[config.mk]
export PLATFORM = sky130hd
export DESIGN_NAME = cmd_regwr
export DESIGN_NICKNAME = d
export VERILOG_FILES = /design/src/rtl/cmd_regwr.sv
export SDC_FILE = /design/constraint.sdc
export NUM_CORES = 1
export LEC_CHECK = 0
export ABC_CLOCK_PERIOD_IN_PS = 3200
export BUFFER_PORTS_ARGS = -buffer_cell sky130_fd_sc_hd__buf_4
export CAP_MARGIN = 30
export CORE_ASPECT_RATIO = 2
export CORE_MARGIN = 2
export CORE_UTILIZATION = 57
export DETAILED_ROUTE_END_ITERATION = 10
export PLACE_DENSITY = 0.8
export SLEW_MARGIN = 25
export SYNTH_ARGS = -nofsm -noshare
export SYNTH_HDL_FRONTEND = slang
export SYNTH_SLANG_ARGS = --single-unit
[constraint.sdc]
create_clock -name clk -period 3.2 [get_ports clk]
set_input_delay 0.16 -clock clk [delete_from_list [all_inputs] [get_ports clk]]
set_output_delay 0.16 -clock clk [all_outputs]
set_load 0.02 [all_outputs]
[src/rtl/cmd_regwr.sv]
module cmd_regwr #(
  parameter int IDX_W   = 15,
  parameter int CNT_W   = 14,
  parameter int ADDR_W  = 32,
  parameter int SCR_NUM = 8,
  parameter logic [IDX_W-1:0] SCR_BASE  = 15'h578,
  parameter logic [IDX_W-1:0] MASK_IDX  = 15'h1DC,
  parameter logic [IDX_W-1:0] BASEA_IDX = 15'h1DD
) (
  input  logic              clk,
  input  logic              rst_n,
  input  logic              cmd_valid,
  output logic              cmd_ready,
  input  logic [31:0]       cmd_word,
  output logic              rf_we,
  output logic [IDX_W-1:0]  rf_idx,
  output logic [31:0]       rf_wdata,
  output logic              mem_valid,
  input  logic              mem_ready,
  output logic [ADDR_W-1:0] mem_addr,
  output logic [31:0]       mem_wdata
);
  localparam int DW     = 32;
  localparam int PAIR_W = 11;
  localparam int SEL_W  = (SCR_NUM > 1) ? $clog2(SCR_NUM) : 1;

  typedef enum logic [1:0] {S_HDR, S_LIN, S_PA, S_PB} st_t;

  st_t               st;
  logic [IDX_W-1:0]  idx_a, idx_b;
  logic [CNT_W-1:0]  left;
  logic              one;
  logic [SCR_NUM-1:0] mask_q;
  logic [ADDR_W-1:0] base_q;

  wire              take    = cmd_valid & cmd_ready;
  wire              data_ph = (st != S_HDR);
  wire              wr      = take & data_ph;
  wire [IDX_W-1:0]  tgt     = (st == S_PB) ? idx_b : idx_a;
  wire [IDX_W-1:0]  off     = tgt - SCR_BASE;
  wire              in_scr  = (tgt >= SCR_BASE) && (off < IDX_W'(SCR_NUM));
  wire [SEL_W-1:0]  sel     = off[SEL_W-1:0];
  wire              mirror  = wr & in_scr & mask_q[sel];

  logic [DW-1:0] swapped;
  for (genvar b = 0; b < DW / 8; b++) begin : g_swap
    assign swapped[8*b +: 8] = cmd_word[DW-1-8*b -: 8];
  end

  assign cmd_ready = !mem_valid || mem_ready;

  always_ff @(posedge clk) begin
    if (!rst_n) begin
      rf_we    <= 1'b0;
      rf_idx   <= '0;
      rf_wdata <= '0;
    end else begin
      rf_we <= wr;
      if (wr) begin
        rf_idx   <= tgt;
        rf_wdata <= cmd_word;
      end
    end
  end

  always_ff @(posedge clk) begin
    if (!rst_n) begin
      mem_valid <= 1'b0;
      mem_addr  <= '0;
      mem_wdata <= '0;
    end else if (mirror) begin
      mem_valid <= 1'b1;
      mem_addr  <= base_q + ADDR_W'({sel, 2'b00});
      mem_wdata <= swapped;
    end else if (mem_ready) begin
      mem_valid <= 1'b0;
    end
  end

  always_ff @(posedge clk) begin
    if (!rst_n) begin
      mask_q <= '0;
      base_q <= '0;
    end else if (wr) begin
      if (tgt == MASK_IDX)  mask_q <= cmd_word[SCR_NUM-1:0];
      if (tgt == BASEA_IDX) base_q <= cmd_word[ADDR_W-1:0];
    end
  end

  always_ff @(posedge clk) begin
    if (!rst_n) begin
      st    <= S_HDR;
      idx_a <= '0;
      idx_b <= '0;
      left  <= '0;
      one   <= 1'b0;
    end else if (take) begin
      case (st)
        S_HDR: begin
          case (cmd_word[31:30])
            2'b00: begin
              idx_a <= cmd_word[IDX_W-1:0];
              one   <= cmd_word[15];
              left  <= cmd_word[16 +: CNT_W];
              st    <= S_LIN;
            end
            2'b01: begin
              idx_a <= IDX_W'(cmd_word[0 +: PAIR_W]);
              idx_b <= IDX_W'(cmd_word[PAIR_W +: PAIR_W]);
              st    <= S_PA;
            end
            default: st <= S_HDR;
          endcase
        end
        S_LIN: begin
          if (left == '0) begin
            st <= S_HDR;
          end else begin
            left <= left - CNT_W'(1);
            if (!one) idx_a <= idx_a + IDX_W'(1);
          end
        end
        S_PA:    st <= S_PB;
        default: st <= S_HDR;
      endcase
    end
  end
endmodule


### After elaboration in Yosys (flattened, before gate mapping)

Cells that the tools add are included.

| operators by class | value |
|---|---|
| $lt $le $gt $ge | 3 |
| add/sub/neg operators | 4 |
| bitwise operators | 4 |
| mux-type cells | 15 |
| reductions and logical operators | 16 |
| equal/unequal tests | 11 |

Operator list:

| kind | number |
|---|---|
| 15-bit case mux with 2 select lines | 2 |
| 15-bit 2-to-1 mux | 3 |
| 32-bit by 5-bit adder with 32-bit output | 1 |
| 15-bit by 9-bit == test with 1-bit output (second input constant) | 2 |
| 14-bit 2-to-1 mux | 2 |
| 14-bit case mux with 2 select lines | 1 |
| 15-bit by 1-bit adder with 15-bit output (second input constant) | 1 |
| 15-bit by 11-bit greater-or-equal comparator with 1-bit output (second input constant) | 1 |
| 15-bit by 4-bit less-than comparator with 1-bit output (second input constant) | 1 |
| 15-bit by 11-bit subtractor with 15-bit output (second input constant) | 1 |
| 14-bit logical NOT | 1 |
| 14-bit by 1-bit subtractor with 14-bit output (second input constant) | 1 |
| 2-bit != test (second input constant) | 3 |
| 2-bit case mux with 3 select lines | 1 |
| 2-bit AND reduction | 3 |
| 3-bit AND reduction | 2 |
| 2-bit nonzero test | 3 |
| 5-bit AND reduction | 1 |
| 1-bit bitwise AND | 4 |
| 2-bit by 1-bit == test with 1-bit output (second input constant) | 2 |
| 2-bit == test (second input constant) | 2 |
| 2-bit logical NOT | 2 |
| 3-bit by 4-bit less-than comparator with 1-bit output (second input constant) | 1 |
| 2-bit case mux with 2 select lines | 1 |
| other kinds (9) | 11 |

| storage, ports and cells | value |
|---|---|
| output and inout bits | 114 |
| register bits | 196 |

### Longest topological paths before layout

| depth | value |
|---|---|
| depth after elaboration | 8 |
| depth in mapped cells | 13 |

### Worst setup path after synthesis

No wires, ideal clock.

| path | value |
|---|---|
| kind | register to register |
| from | register st[1] |
| to | register mem_addr[22] |
| library setup time | 0.086 ns |
| stages on the path, launching flop included | 14 |
| period minus slack after synthesis | 2.608 ns |
| setup slack | 0.592 ns |
| data arrival time | 2.523 ns |
| data required time | 3.114 ns |
| path buffers | 1 |
| cell sequence | dfxtp_1 > buf_6 > nand2_4 > mux2i_4 > inv_1 > ha_1 > inv_1 > fa_1 > nor2b_1 > o21ai_1 > nor2_1 > nand4_1 > xor2_1 > a211oi_1 |

| on the way | value |
|---|---|
| cells in the longest elaborated chain, start to end | 7 |
| elaborated cells between the ends (all ways) | 13 |
| those cells by class | 2 x add/sub; 2 x order compare; 1 x eq/ne; 3 x mux; 3 x bitwise; 2 x reduce/logical |

RTL lines:

| what | line | source |
|---|---|---|
| from (decl) | 29 | `st_t st;` |
| from (signal assigned) | 92 | `st <= S_HDR;` |
| from (signal assigned) | 105 | `st <= S_LIN;` |
| from (signal assigned) | 110 | `st <= S_PA;` |
| 2-bit == test (*) | 39 | `wire [IDX_W-1:0] tgt = (st == S_PB) ? idx_b : idx_a;` |
| 15-bit 2-to-1 mux (*) | 39 |  |
| 15-bit by 11-bit subtractor with 15-bit output (*) | 40 | `wire [IDX_W-1:0] off = tgt - SCR_BASE;` |
| via off[0] | 40 |  |
| 15-bit by 4-bit less-than comparator with 1-bit output | 41 | `wire in_scr = (tgt >= SCR_BASE) && (off < IDX_W'(SCR_NUM));` |
| 1-bit logical AND | 41 |  |
| 1-bit bitwise AND (2 in series) | 43 | `wire mirror = wr & in_scr & mask_q[sel];` |
| to (signal assigned) | 73 | `mem_addr <= base_q + ADDR_W'({sel, 2'b00});` |
| to (decl) | 20 | `output logic [ADDR_W-1:0] mem_addr,` |

The timed path passes the listed nets; every way through them passes the cells marked *. The select of a mux whose other input is x is not followed.
A chain may end at the register's enable or synchronous reset.

### Worst setup path after layout

| path | value |
|---|---|
| from | register st[0] |
| to | register mem_addr[22] |

The elaborated chain is that of the path after synthesis.

==> flow_summary_export.csv <==
group,metric,value,unit
finish,final_nets,1233,
synth,ys_ff_latch,196,
routing,ant_nets,0,
sta,whs,0.00816,ns
sta,tightest_slew,0.743,ns
clocking,ctsResizeCount,0,
floorplanning,dieHeight,185,µm
sta,fin_skew,0.0145,ns
sta,max_freq,347,MHz
floorplanning,die_w,94.5,µm
clocking,insertion_delay,0.44,ns
place,place.gp.congestion,0.954,
clocking,clk_pin_slew,0.07,ns
critical_path,reg2reg_to,"mem_addr[22]$_SDFFE_PN0P_",
routing,via_count,8942,
synth,syn_avg_cell_area,8.53,µm²
critical_path,required,3.55,ns
clocking,clock_path_buffers,2,
synth,async_reset_ff_share,0,%
floorplanning,ios,150,
synth,syn-cell-area,0.00935,mm²
routing,drcViolationCount,0,
finish,fillCellCount,1339,
global_routing,grt_overflow_total,0,
worst_hold_path,min_path_type,"in -> reg",
synth,synth-edff-count,0,
routing,first_pass_iters,7,
critical_path,crit_fanout,14,
worst_hold_path,min_from,"cmd_word[25]",
sta,timing.final.crit_share,90.1,%
routing,wl,28700,µm
finish,area_delta_synth_final,19.1,%
routing,drt_iter0_markers,541,
synth,ys.flop_type,"dfxtp_1",
finish,finish.instance_area,0.0111,mm²
global_routing,grt_start_max_net_pins,73,
place,placed_area,0.0105,mm²
critical_path,cp-end-kind,"register",
critical_path,r2r_start,"st[0]$_SDFFE_PN0P_",
worst_hold_path,holdPathEnd,"rf_wdata[25]$_SDFFE_PN0P_",
sta,rsz0062_at_grt,"false",
sta,setup_ws,0.317,ns
synth,synth-seq-area-share,42.0,%
critical_path,cp_data_arrival_time,3.23,ns
synth,synthCells,1095,
critical_path,crit_type,"reg -> reg",
global_routing,antenna_found_initial,0,
finish,multi_input_area,0.00490,mm²
sta,tns,0,ns
global_routing,grt_pass1_wl,44600,µm
floorplanning,rows,66,
place,dpl_worst_slack,0.175,ns
sta,setup_viol,0,
global_routing,grt_pass1_vias,8506,
critical_path,startpoint_type,"register",
sta,min_period,2.88,ns
clocking,postCtsSetupBuffers,0,
clocking,cts_root_buffer,"clkbuf_16",
sta,relSlewSlack,50.3,%
sta,finalHoldViolCount,0,
critical_path,rrSetupSlack,0.32,ns
routing,wl_per_cell,20.4,µm
clocking,cts-buffers-inserted,17,
power_and_ir_drop,p_leak,4.04,nW
power_and_ir_drop,power_density,496,mW/mm²
synth,ys_warn_count,0,
floorplanning,die_area,0.0175,mm²
global_routing,track_usage,33.0,%
run_status,status,"finished, final reports clean",
finish,ff_latch_area,0.00392,mm²
clocking,cts_tree,"yes",
sta,slew_violations,0,
clocking,hold_buffers,0,
place,io_buffer_count,149,
synth,synthesis.nets,1137,
floorplanning,core-area,0.0162,mm²
finish,antennaDiodeCount,0,
clocking,cts_sinks,196,
floorplanning,start_util,57.7,%
synth,yosysUniqueCellTypes,70,
routing,viasPerCell,6.35,
run,cap_violations,0,
finish,final_util,68.7,%
place,post-dp-hpwl,19800,µm
finish,layout-drive-gt1-share,21.3,%
power_and_ir_drop,worst_ir_drop_vdd,0.432,mV
worst_hold_path,hold_path_depth,3,
critical_path,r2r_cells,12,
clocking,h-tree-depth,4,
state kept, by name, summed over array words and instances, names as in the netlist:
| register | count |
|---|---|
| idx_a | 15 |
| mem_wdata | 32 |
| one | 1 |
| mask_q | 8 |
| st | 2 |
| rf_idx | 15 |
| mem_addr | 32 |
| rf_we | 1 |
| idx_b | 11 |
| left | 14 |
| rf_wdata | 32 |
| base_q | 32 |
| mem_valid | 1 |
synth_stat cells, types with 4 or more instances:
library cell | number | area share [%]
dfxtp_1 | 196 | 42
nand2_1 | 130 | 5.2
nor2_1 | 114 | 4.6
a21oi_1 | 100 | 5.4
clkbuf_1 | 58 | 2.3
mux2i_1 | 58 | 6.2
nand4_1 | 48 | 3.2
a211oi_1 | 29 | 2.3
a31oi_1 | 28 | 1.9
o21ai_0 | 27 | 1.4
o31ai_1 | 26 | 2.1
nand3_1 | 25 | 1.3
nor3_1 | 21 | 1.1
o31ai_2 | 20 | 2.7
xnor2_1 | 18 | 1.7
buf_2 | 15 | 0.80
inv_1 | 15 | 0.60
buf_6 | 12 | 1.4
a311oi_1 | 11 | 1.0
and3_1 | 10 | 0.67
buf_1 | 10 | 0.40
nor4_1 | 10 | 0.67
o211ai_1 | 9 | 0.72
a22oi_1 | 8 | 0.64
xor2_1 | 8 | 0.75
or3_1 | 6 | 0.40
a21o_1 | 5 | 0.40
ha_1 | 5 | 0.67
nand2b_1 | 5 | 0.33
and4_1 | 4 | 0.37
cell usage in the layout (no fill, tap or decap), drive strengths merged, types with 9 or more instances in the layout:
cell,netlist,layout
o31ai,46,46
nand2,131,131
clkbuf,59,19
dfxtp,196,196
nand4,48,48
buf,40,176
and3,10,10
a211oi,30,30
inv,16,22
a31oi,28,28
mux2i,59,59
nor3,22,22
o21ai,29,29
nor2,114,114
xnor2,18,18
nor4,13,13
o211ai,9,9
a21oi,100,100
nand3,25,25
a311oi,11,11
worst max-delay path, stage by stage (launching register included):
cell      delay (ns)
dfxtp_1         0.38
nand2_4         0.14
mux2i_4         0.24
inv_1           0.16
ha_1            0.19
inv_1           0.06
fa_1            0.40
nor2b_1         0.26
o21ai_2         0.20
nor2_2          0.24
nand4_1         0.13
xor2_1          0.17
a211oi_1        0.22
layer usage:
metal,vias up,track usage [%],part of all wire (%)
li1,4177,-,-
met1,4232,35.6,35
met2,408,57.7,51
met3,125,4.64,6.1
met4,0,23.7,7.6
met5,-,0,0
area by class of cell:
type / instances / area share [%]
Tap cell: 204 / 2.29
Multi-Input combinational cell: 784 / 44.0
Clock inverter: 13 / 1.24
Clock buffer: 19 / 3.98
Timing Repair Buffer: 176 / 12.6
Inverter: 16 / 0.562
Sequential cell: 196 / 35.3
how the worst max path moves through the flow:
stage,slack (ns),from,cells past startpoint,to
after global placement,0.26,st[0]$_SDFFE_PN0P_,12,mem_addr[18]$_SDFFE_PN0P_
after CTS,0.15,st[0]$_SDFFE_PN0P_,12,mem_addr[18]$_SDFFE_PN0P_
final,0.32,st[0]$_SDFFE_PN0P_,12,mem_addr[22]$_SDFFE_PN0P_
after global routing,0.08,st[1]$_SDFFE_PN0P_,12,mem_addr[22]$_SDFFE_PN0P_
after floorplan,0.59,st[1]$_SDFFE_PN0P_,13,mem_addr[22]$_SDFFE_PN0P_
after detailed placement,0.18,st[0]$_SDFFE_PN0P_,12,mem_addr[22]$_SDFFE_PN0P_
stage by stage:
| step | std cells | total power [mW] |
|---|---|---|
| after floorplan | 1095 | 3.14 |
| after global placement | 1375 | 3.42 |
| after detailed placement | 1375 | 3.43 |
| after CTS | 1407 | 5.52 |
| after global routing | 1408 | 5.70 |
| final | 1408 | 5.52 |
cells by family (layout without fill, tap and decap cells):
kind of cell / after synthesis / count (layout) / synth area share (%)
XOR/XNOR: 26 / 26 / 2.44
buffers and inverters: 115 / 224 / 5.92
AO/OA/AOI/OAI: 296 / 296 / 21.7
AND/OR/NAND/NOR: 393 / 393 / 20.1
adder cells (fa/ha/maj): 6 / 6 / 0.884
multiplexers: 63 / 63 / 6.94
flip-flops: 196 / 196 / 42.0
power by group:
part	total (mW)	leakage [nW]	internal [mW]	switching (mW)
sequential	2.58	1.59	2.51	0.0739
combinational	0.815	2.17	0.269	0.547
clock	2.12	0.279	1.12	1.00
Power figures use the tool's default switching activity.
